==> src/rtl/gpio_irq_pkg.sv <==
package gpio_irq_pkg;

  localparam logic [11:0] OFF_SENSE  = 12'h404;
  localparam logic [11:0] OFF_BOTH   = 12'h408;
  localparam logic [11:0] OFF_EVENT  = 12'h40C;
  localparam logic [11:0] OFF_MASK   = 12'h410;
  localparam logic [11:0] OFF_RAW    = 12'h414;
  localparam logic [11:0] OFF_MASKED = 12'h418;
  localparam logic [11:0] OFF_CLEAR  = 12'h41C;

  typedef enum logic [2:0] {
    SEL_NONE,
    SEL_SENSE,
    SEL_BOTH,
    SEL_EVENT,
    SEL_MASK,
    SEL_RAW,
    SEL_MASKED
  } rdSel_e;

  typedef struct packed {
    logic wrSense;
    logic wrBoth;
    logic wrEvent;
    logic wrMask;
    logic wrClear;
  } regStrobes_t;

endpackage

==> src/rtl/gpio_irq_ctrl.sv <==
module gpio_irq_ctrl
  import gpio_irq_pkg::*;
#(
  parameter int ADDR_W = 12
) (
  input  logic [ADDR_W-1:0] busAddr,
  input  logic              busWrEn,
  output regStrobes_t       strobes,
  output rdSel_e            rdSel
);

  function automatic logic hit(input logic [ADDR_W-1:0] a, input logic [11:0] off);
    return a == ADDR_W'(off);
  endfunction

  // Write strobes: one per writable register, at most one active
  always_comb begin
    strobes         = '0;
    strobes.wrSense = busWrEn && hit(busAddr, OFF_SENSE);
    strobes.wrBoth  = busWrEn && hit(busAddr, OFF_BOTH);
    strobes.wrEvent = busWrEn && hit(busAddr, OFF_EVENT);
    strobes.wrMask  = busWrEn && hit(busAddr, OFF_MASK);
    strobes.wrClear = busWrEn && hit(busAddr, OFF_CLEAR);
  end

  // Read selection; unmapped and write-only offsets select nothing
  always_comb begin
    rdSel = SEL_NONE;
    if      (hit(busAddr, OFF_SENSE))  rdSel = SEL_SENSE;
    else if (hit(busAddr, OFF_BOTH))   rdSel = SEL_BOTH;
    else if (hit(busAddr, OFF_EVENT))  rdSel = SEL_EVENT;
    else if (hit(busAddr, OFF_MASK))   rdSel = SEL_MASK;
    else if (hit(busAddr, OFF_RAW))    rdSel = SEL_RAW;
    else if (hit(busAddr, OFF_MASKED)) rdSel = SEL_MASKED;
  end

endmodule

==> src/rtl/gpio_irq_datapath.sv <==
module gpio_irq_datapath
  import gpio_irq_pkg::*;
#(
  parameter int PINS = 8
) (
  input  logic            clk,
  input  logic            rstN,
  input  logic [PINS-1:0] pinData,
  input  logic [PINS-1:0] pinDir,
  input  logic [PINS-1:0] wrData,
  input  regStrobes_t     strobes,
  input  rdSel_e          rdSel,
  output logic [PINS-1:0] rdData,
  output logic            irqOut
);

  logic [PINS-1:0] senseQ, bothQ, eventQ, maskQ, rawQ, prevPin;
  logic [PINS-1:0] edgeHit, levelHit, clrBits, rawNext;
  logic            irqQ;

  // Per-pin condition detection
  for (genvar i = 0; i < PINS; i++) begin : g_pin
    logic inChange, levelMatch;
    assign inChange    = (pinData[i] ^ prevPin[i]) & ~pinDir[i];
    assign levelMatch  = (pinData[i] == eventQ[i]);
    assign edgeHit[i]  = inChange & ~senseQ[i] & (bothQ[i] | levelMatch);
    assign levelHit[i] = senseQ[i] & levelMatch;
  end

  assign clrBits = strobes.wrClear ? wrData : '0;
  // New detections take priority over a simultaneous clear
  assign rawNext = (rawQ & ~clrBits) | edgeHit | levelHit;

  always_ff @(posedge clk or negedge rstN) begin
    if (!rstN) begin
      senseQ  <= '0;
      bothQ   <= '0;
      eventQ  <= '0;
      maskQ   <= '0;
      rawQ    <= '0;
      prevPin <= '0;
      irqQ    <= 1'b0;
    end else begin
      if (strobes.wrSense) senseQ <= wrData;
      if (strobes.wrBoth)  bothQ  <= wrData;
      if (strobes.wrEvent) eventQ <= wrData;
      if (strobes.wrMask)  maskQ  <= wrData;
      rawQ    <= rawNext;
      prevPin <= pinData;
      irqQ    <= |(rawQ & maskQ);
    end
  end

  assign irqOut = irqQ;

  always_comb begin
    unique case (rdSel)
      SEL_SENSE:  rdData = senseQ;
      SEL_BOTH:   rdData = bothQ;
      SEL_EVENT:  rdData = eventQ;
      SEL_MASK:   rdData = maskQ;
      SEL_RAW:    rdData = rawQ;
      SEL_MASKED: rdData = rawQ & maskQ;
      default:    rdData = '0;
    endcase
  end

  // Checker state: one clock seen since reset
  logic pastValid;
  always_ff @(posedge clk or negedge rstN) begin
    if (!rstN) pastValid <= 1'b0;
    else       pastValid <= 1'b1;
  end

  // a status bit only drops after a clear strobe
  a_r5_no_spontaneous_clear: assert property (@(posedge clk) disable iff (!rstN)
    (pastValid && !$past(strobes.wrClear)) |-> ((~rawQ & $past(rawQ)) == '0));

  // every detected condition is visible in the status next clock
  a_r6_detect_beats_clear: assert property (@(posedge clk) disable iff (!rstN)
    pastValid |-> (($past(edgeHit | levelHit) & ~rawQ) == '0));

  // edge-sensitive output pins never gain a status bit
  a_r4_output_pins_quiet: assert property (@(posedge clk) disable iff (!rstN)
    pastValid |-> ((rawQ & ~$past(rawQ) & ~$past(senseQ) & $past(pinDir)) == '0));

  // an all-zero mask keeps the output low one clock later
  a_r8_masked_off_quiet: assert property (@(posedge clk) disable iff (!rstN)
    (pastValid && ($past(maskQ) == '0)) |-> !irqOut);

  // the masked view never shows a bit absent from raw status
  a_r7_masked_subset: assert property (@(posedge clk) disable iff (!rstN)
    (rdSel == SEL_MASKED) |-> ((rdData & ~rawQ) == '0));

endmodule

==> src/rtl/gpio_irq_detect.sv <==
module gpio_irq_detect
  import gpio_irq_pkg::*;
#(
  parameter int PINS   = 8,
  parameter int ADDR_W = 12
) (
  input  logic              clk,
  input  logic              rstN,
  input  logic [PINS-1:0]   pinData,
  input  logic [PINS-1:0]   pinDir,
  input  logic [ADDR_W-1:0] busAddr,
  input  logic              busWrEn,
  input  logic [PINS-1:0]   busWrData,
  output logic [PINS-1:0]   busRdData,
  output logic              irqOut
);

  regStrobes_t strobes;
  rdSel_e      rdSel;

  gpio_irq_ctrl #(.ADDR_W(ADDR_W)) u_ctrl (
    .busAddr (busAddr),
    .busWrEn (busWrEn),
    .strobes (strobes),
    .rdSel   (rdSel)
  );

  gpio_irq_datapath #(.PINS(PINS)) u_dp (
    .clk     (clk),
    .rstN    (rstN),
    .pinData (pinData),
    .pinDir  (pinDir),
    .wrData  (busWrData),
    .strobes (strobes),
    .rdSel   (rdSel),
    .rdData  (busRdData),
    .irqOut  (irqOut)
  );

endmodule

==> config.mk <==
export PLATFORM = sky130hd
export DESIGN_NAME = gpio_irq_detect
export DESIGN_NICKNAME = d
export VERILOG_FILES = /design/src/rtl/gpio_irq_pkg.sv /design/src/rtl/gpio_irq_ctrl.sv /design/src/rtl/gpio_irq_datapath.sv /design/src/rtl/gpio_irq_detect.sv
export SDC_FILE = /design/constraint.sdc
export NUM_CORES = 1
export LEC_CHECK = 0
export BUFFER_PORTS_ARGS = -buffer_cell sky130_fd_sc_hd__buf_4
export CAP_MARGIN = 20
export CORE_MARGIN = 5
export CORE_UTILIZATION = 45
export DETAILED_ROUTE_END_ITERATION = 10
export GPL_TIMING_DRIVEN = 1
export HOLD_SLACK_MARGIN = 0.05
export PLACE_DENSITY = 0.69
export RECOVER_POWER = 100
export SYNTH_ARGS = -nofsm -noshare
export SYNTH_HDL_FRONTEND = slang
export SYNTH_HIERARCHICAL = 1
export SYNTH_SLANG_ARGS = --single-unit
export TNS_END_PERCENT = 100
==> constraint.sdc <==
create_clock -name clk -period 2.1 [get_ports clk]
set_clock_uncertainty 0.1 [all_clocks]
set_input_delay 0.105 -clock clk [delete_from_list [all_inputs] [get_ports clk]]
set_output_delay 0.105 -clock clk [all_outputs]
set_load 0.03 [all_outputs]
==> reports/qor.yml <==
cts_tree: "yes"
period_needed_ns: 2.254
hold_viol_final: 0
reg2reg_to: "u_dp/rawQ[3]"
max_freq_mhz: 443.7
vias: 2308
clockBufferDepth: 2
synth.distinct_cells: 36
ys.flop_type: "dfrtp_1"
worstSkewPairLatency_ns: 0.29
slew_violations: 0
synth_edf_count: 0
worstHoldPathType: "in -> reg"
synthDominantCellAreaShare_pct: 44.65
busiest_layer: "met2"
via_per_inst: 5.443
routedWlPerCell_um: 16.62
synth_xor_area_share_pct: 0
worst_slack_ns: -0.1537
nets: 388
regToRegSetupSlack_ns: 0.95
drtPass1Iterations: 4
synth_seq_cells: 49
cts_max_level: 2
synth_fa_ha_area_share_pct: 0
synth_top_cells_by_area: "dfrtp_1 (45%), mux2_2 (13%), nor4_2 (3.2%)"
power_density_nw_per_um2: 452.5
drive_gt1_share_pct: 38.68
cp-start-kind: "primary input"
antenna_cells: 0
cts_root_buf: "clkbuf_8"
gp_congestion: 0.8231
period_share_pct: 107.3
use_met3_pct: 3.293
rr_worst_depth: 3
drv_cap: 0
relSlewSlack_pct: 17.80
drc: 0
yosysWarnings: 6
wl_um: 7047
r2r-start: "u_dp/senseQ[3]"
finalPower_mw: 1.683
hold_depth: 4
cts_sinks: 49
outcome: "complete, but fails checks"
yosysTopAreaCell: "dfrtp_1"
cp-end-kind: "primary output"
synth_area_per_cell_um2: 10.60
worstHoldStart: "pinDir[6]"
cp_max_fo: 8
numCtsBuffers: 5
fp-row-count: 28
grt_pass1_wl_um: 11560
synth_most_common_cell: "dfrtp_1"
violations: "negative setup slack"
cp.required_ns: 1.89
hpwl_um: 5140
netlist_instances: 259
coreArea_um2: 5921
grt_util_met2_pct: 33.56
dp.cells: 398
start_util_pct: 46.39
critPathKind: "in -> out"
grt_start_max_net_pins: 50
synthSimpleGateAreaFrac_pct: 19.13
synth_mux_area_share_pct: 13.49
grt_pass1_vias: 2392
arrival_ns: 2.05
antenna_left: 0
clk_pin_slew_worst_paths_ns: 0.08
antenna_found_initial: 0
rsz0062_at_grt: "true"
ys_seq_area_share_pct: 44.65
setup_viol: 11
place_area_um2: 3431
area_growth_pct: 35.40
vdd_ir_drop_max_uv: 320.3
die_area_um2: 7765
grt_overflow: 0
synth_area_um2: 2746
min_to: "u_dp/rawQ[6]"
track_usage_pct: 18.98
p_leak_nw: 1.706
final_area_um2: 3719
die_x_um: 88.12
synth_compound_area_share_pct: 17.68
die_h_um: 88.12
io_pins: 48
synth_commonest_cells: "dfrtp_1 (49), mux2_2 (32), nand2_1 (21), inv_1 (17), a21oi_1 (14)"
io_buffers: 47
worstMarginPinSlew_ns: 1.233
dp_slack_ns: -0.1938
layoutNonFillerInstCount: 424
use_met1_pct: 24.42
async_flop_share_pct: 100.0
drt_iter0_drc: 120
syn_nets: 298
synth_top_family_by_area: "simple AND/OR/NAND/NOR gates"
worst max-delay path: stages:
cell and delay [ns]:
buf_6 0.09, or4b_4 0.58, buf_12 0.16, nor4_4 0.22, buf_4 0.19, nand3b_1 0.11
a21oi_1 0.06, a311o_2 0.38, buf_6 0.15
per-stage QoR:
stage / utilization (%) / setup TNS (ns) / hold WS [ns]
finish: 62.81 / -0.6448 / 0.08644
global route: 62.81 / -2.237 / 0.1228
CTS: 63.55 / -0.8635 / 0.07904
detailed placement: 57.95 / -3.160 / 0.07271
global placement: 57.95 / -2.527 / 0.06455
floorplan: - / 0 / -0.2906
where the power goes:
part           switching (mW)  internal (mW)
registers             0.00839          0.954
clock network           0.296          0.262
logic                  0.0752         0.0869
layer usage:
| metal | wire length, um | vias to the layer above |
|---|---|---|
| li1 | - | 1141 |
| met1 | 3054 | 1112 |
| met2 | 3614 | 49 |
| met3 | 320 | 6 |
| met4 | 57 | 0 |
| met5 | 0 | - |
how the worst max path moves through the flow:
stage / start / end / depth (start not counted)
after floorplan: busAddr[9] / busRdData[5] / 7
after global placement: busAddr[9] / busRdData[5] / 8
after detailed placement: busAddr[9] / busRdData[5] / 9
after CTS: busAddr[9] / busRdData[5] / 9
after global routing: busAddr[8] / busRdData[5] / 9
final: busAddr[9] / busRdData[5] / 9
state kept, by name (all words and copies together), names as in the netlist:
register / flops
u_dp/maskQ: 8
u_dp/rawQ: 8
u_dp/bothQ: 8
u_dp/eventQ: 8
u_dp/senseQ: 8
u_dp/irqOut: 1
u_dp/prevPin: 8
final cells by class:
cell class | count | area, um^2
Tap cell | 75 | 93.84
Inverter | 17 | 63.81
Sequential cell | 49 | 1226
Multi-Input combinational cell | 180 | 1475
Timing Repair Buffer | 96 | 773.2
Clock buffer | 7 | 86.33
Fill cell | 525 | 2202
cell usage in the layout (no fill, tap or decap), drive strengths merged, types with 10 or more instances in the layout:
master / count
buf: 60
dfrtp: 49
mux2: 32
clkbuf: 26
nand2: 21
dlygate4sd3: 17
inv: 17
a21oi: 14
nor2b: 13
nand2b: 10
cells by family (layout without fill, tap and decap cells):
family | count (synthesis) | in the layout
AO/OA/AOI/OAI | 67 | 67
multiplexers | 33 | 33
AND/OR/NAND/NOR | 80 | 80
buffers and inverters | 30 | 120
flip-flops | 49 | 49
what timing repair did:
item / CTS / global route
hold buffers: 17 / 0
endpoints found under the setup margin: 8 / 8
pin swaps: 5 / 0
setup buffers: 1 / 1
gates resized for setup: 18 / 10
endpoints found under the hold margin: 97 / 0
(Power assumes the default switching activity.)
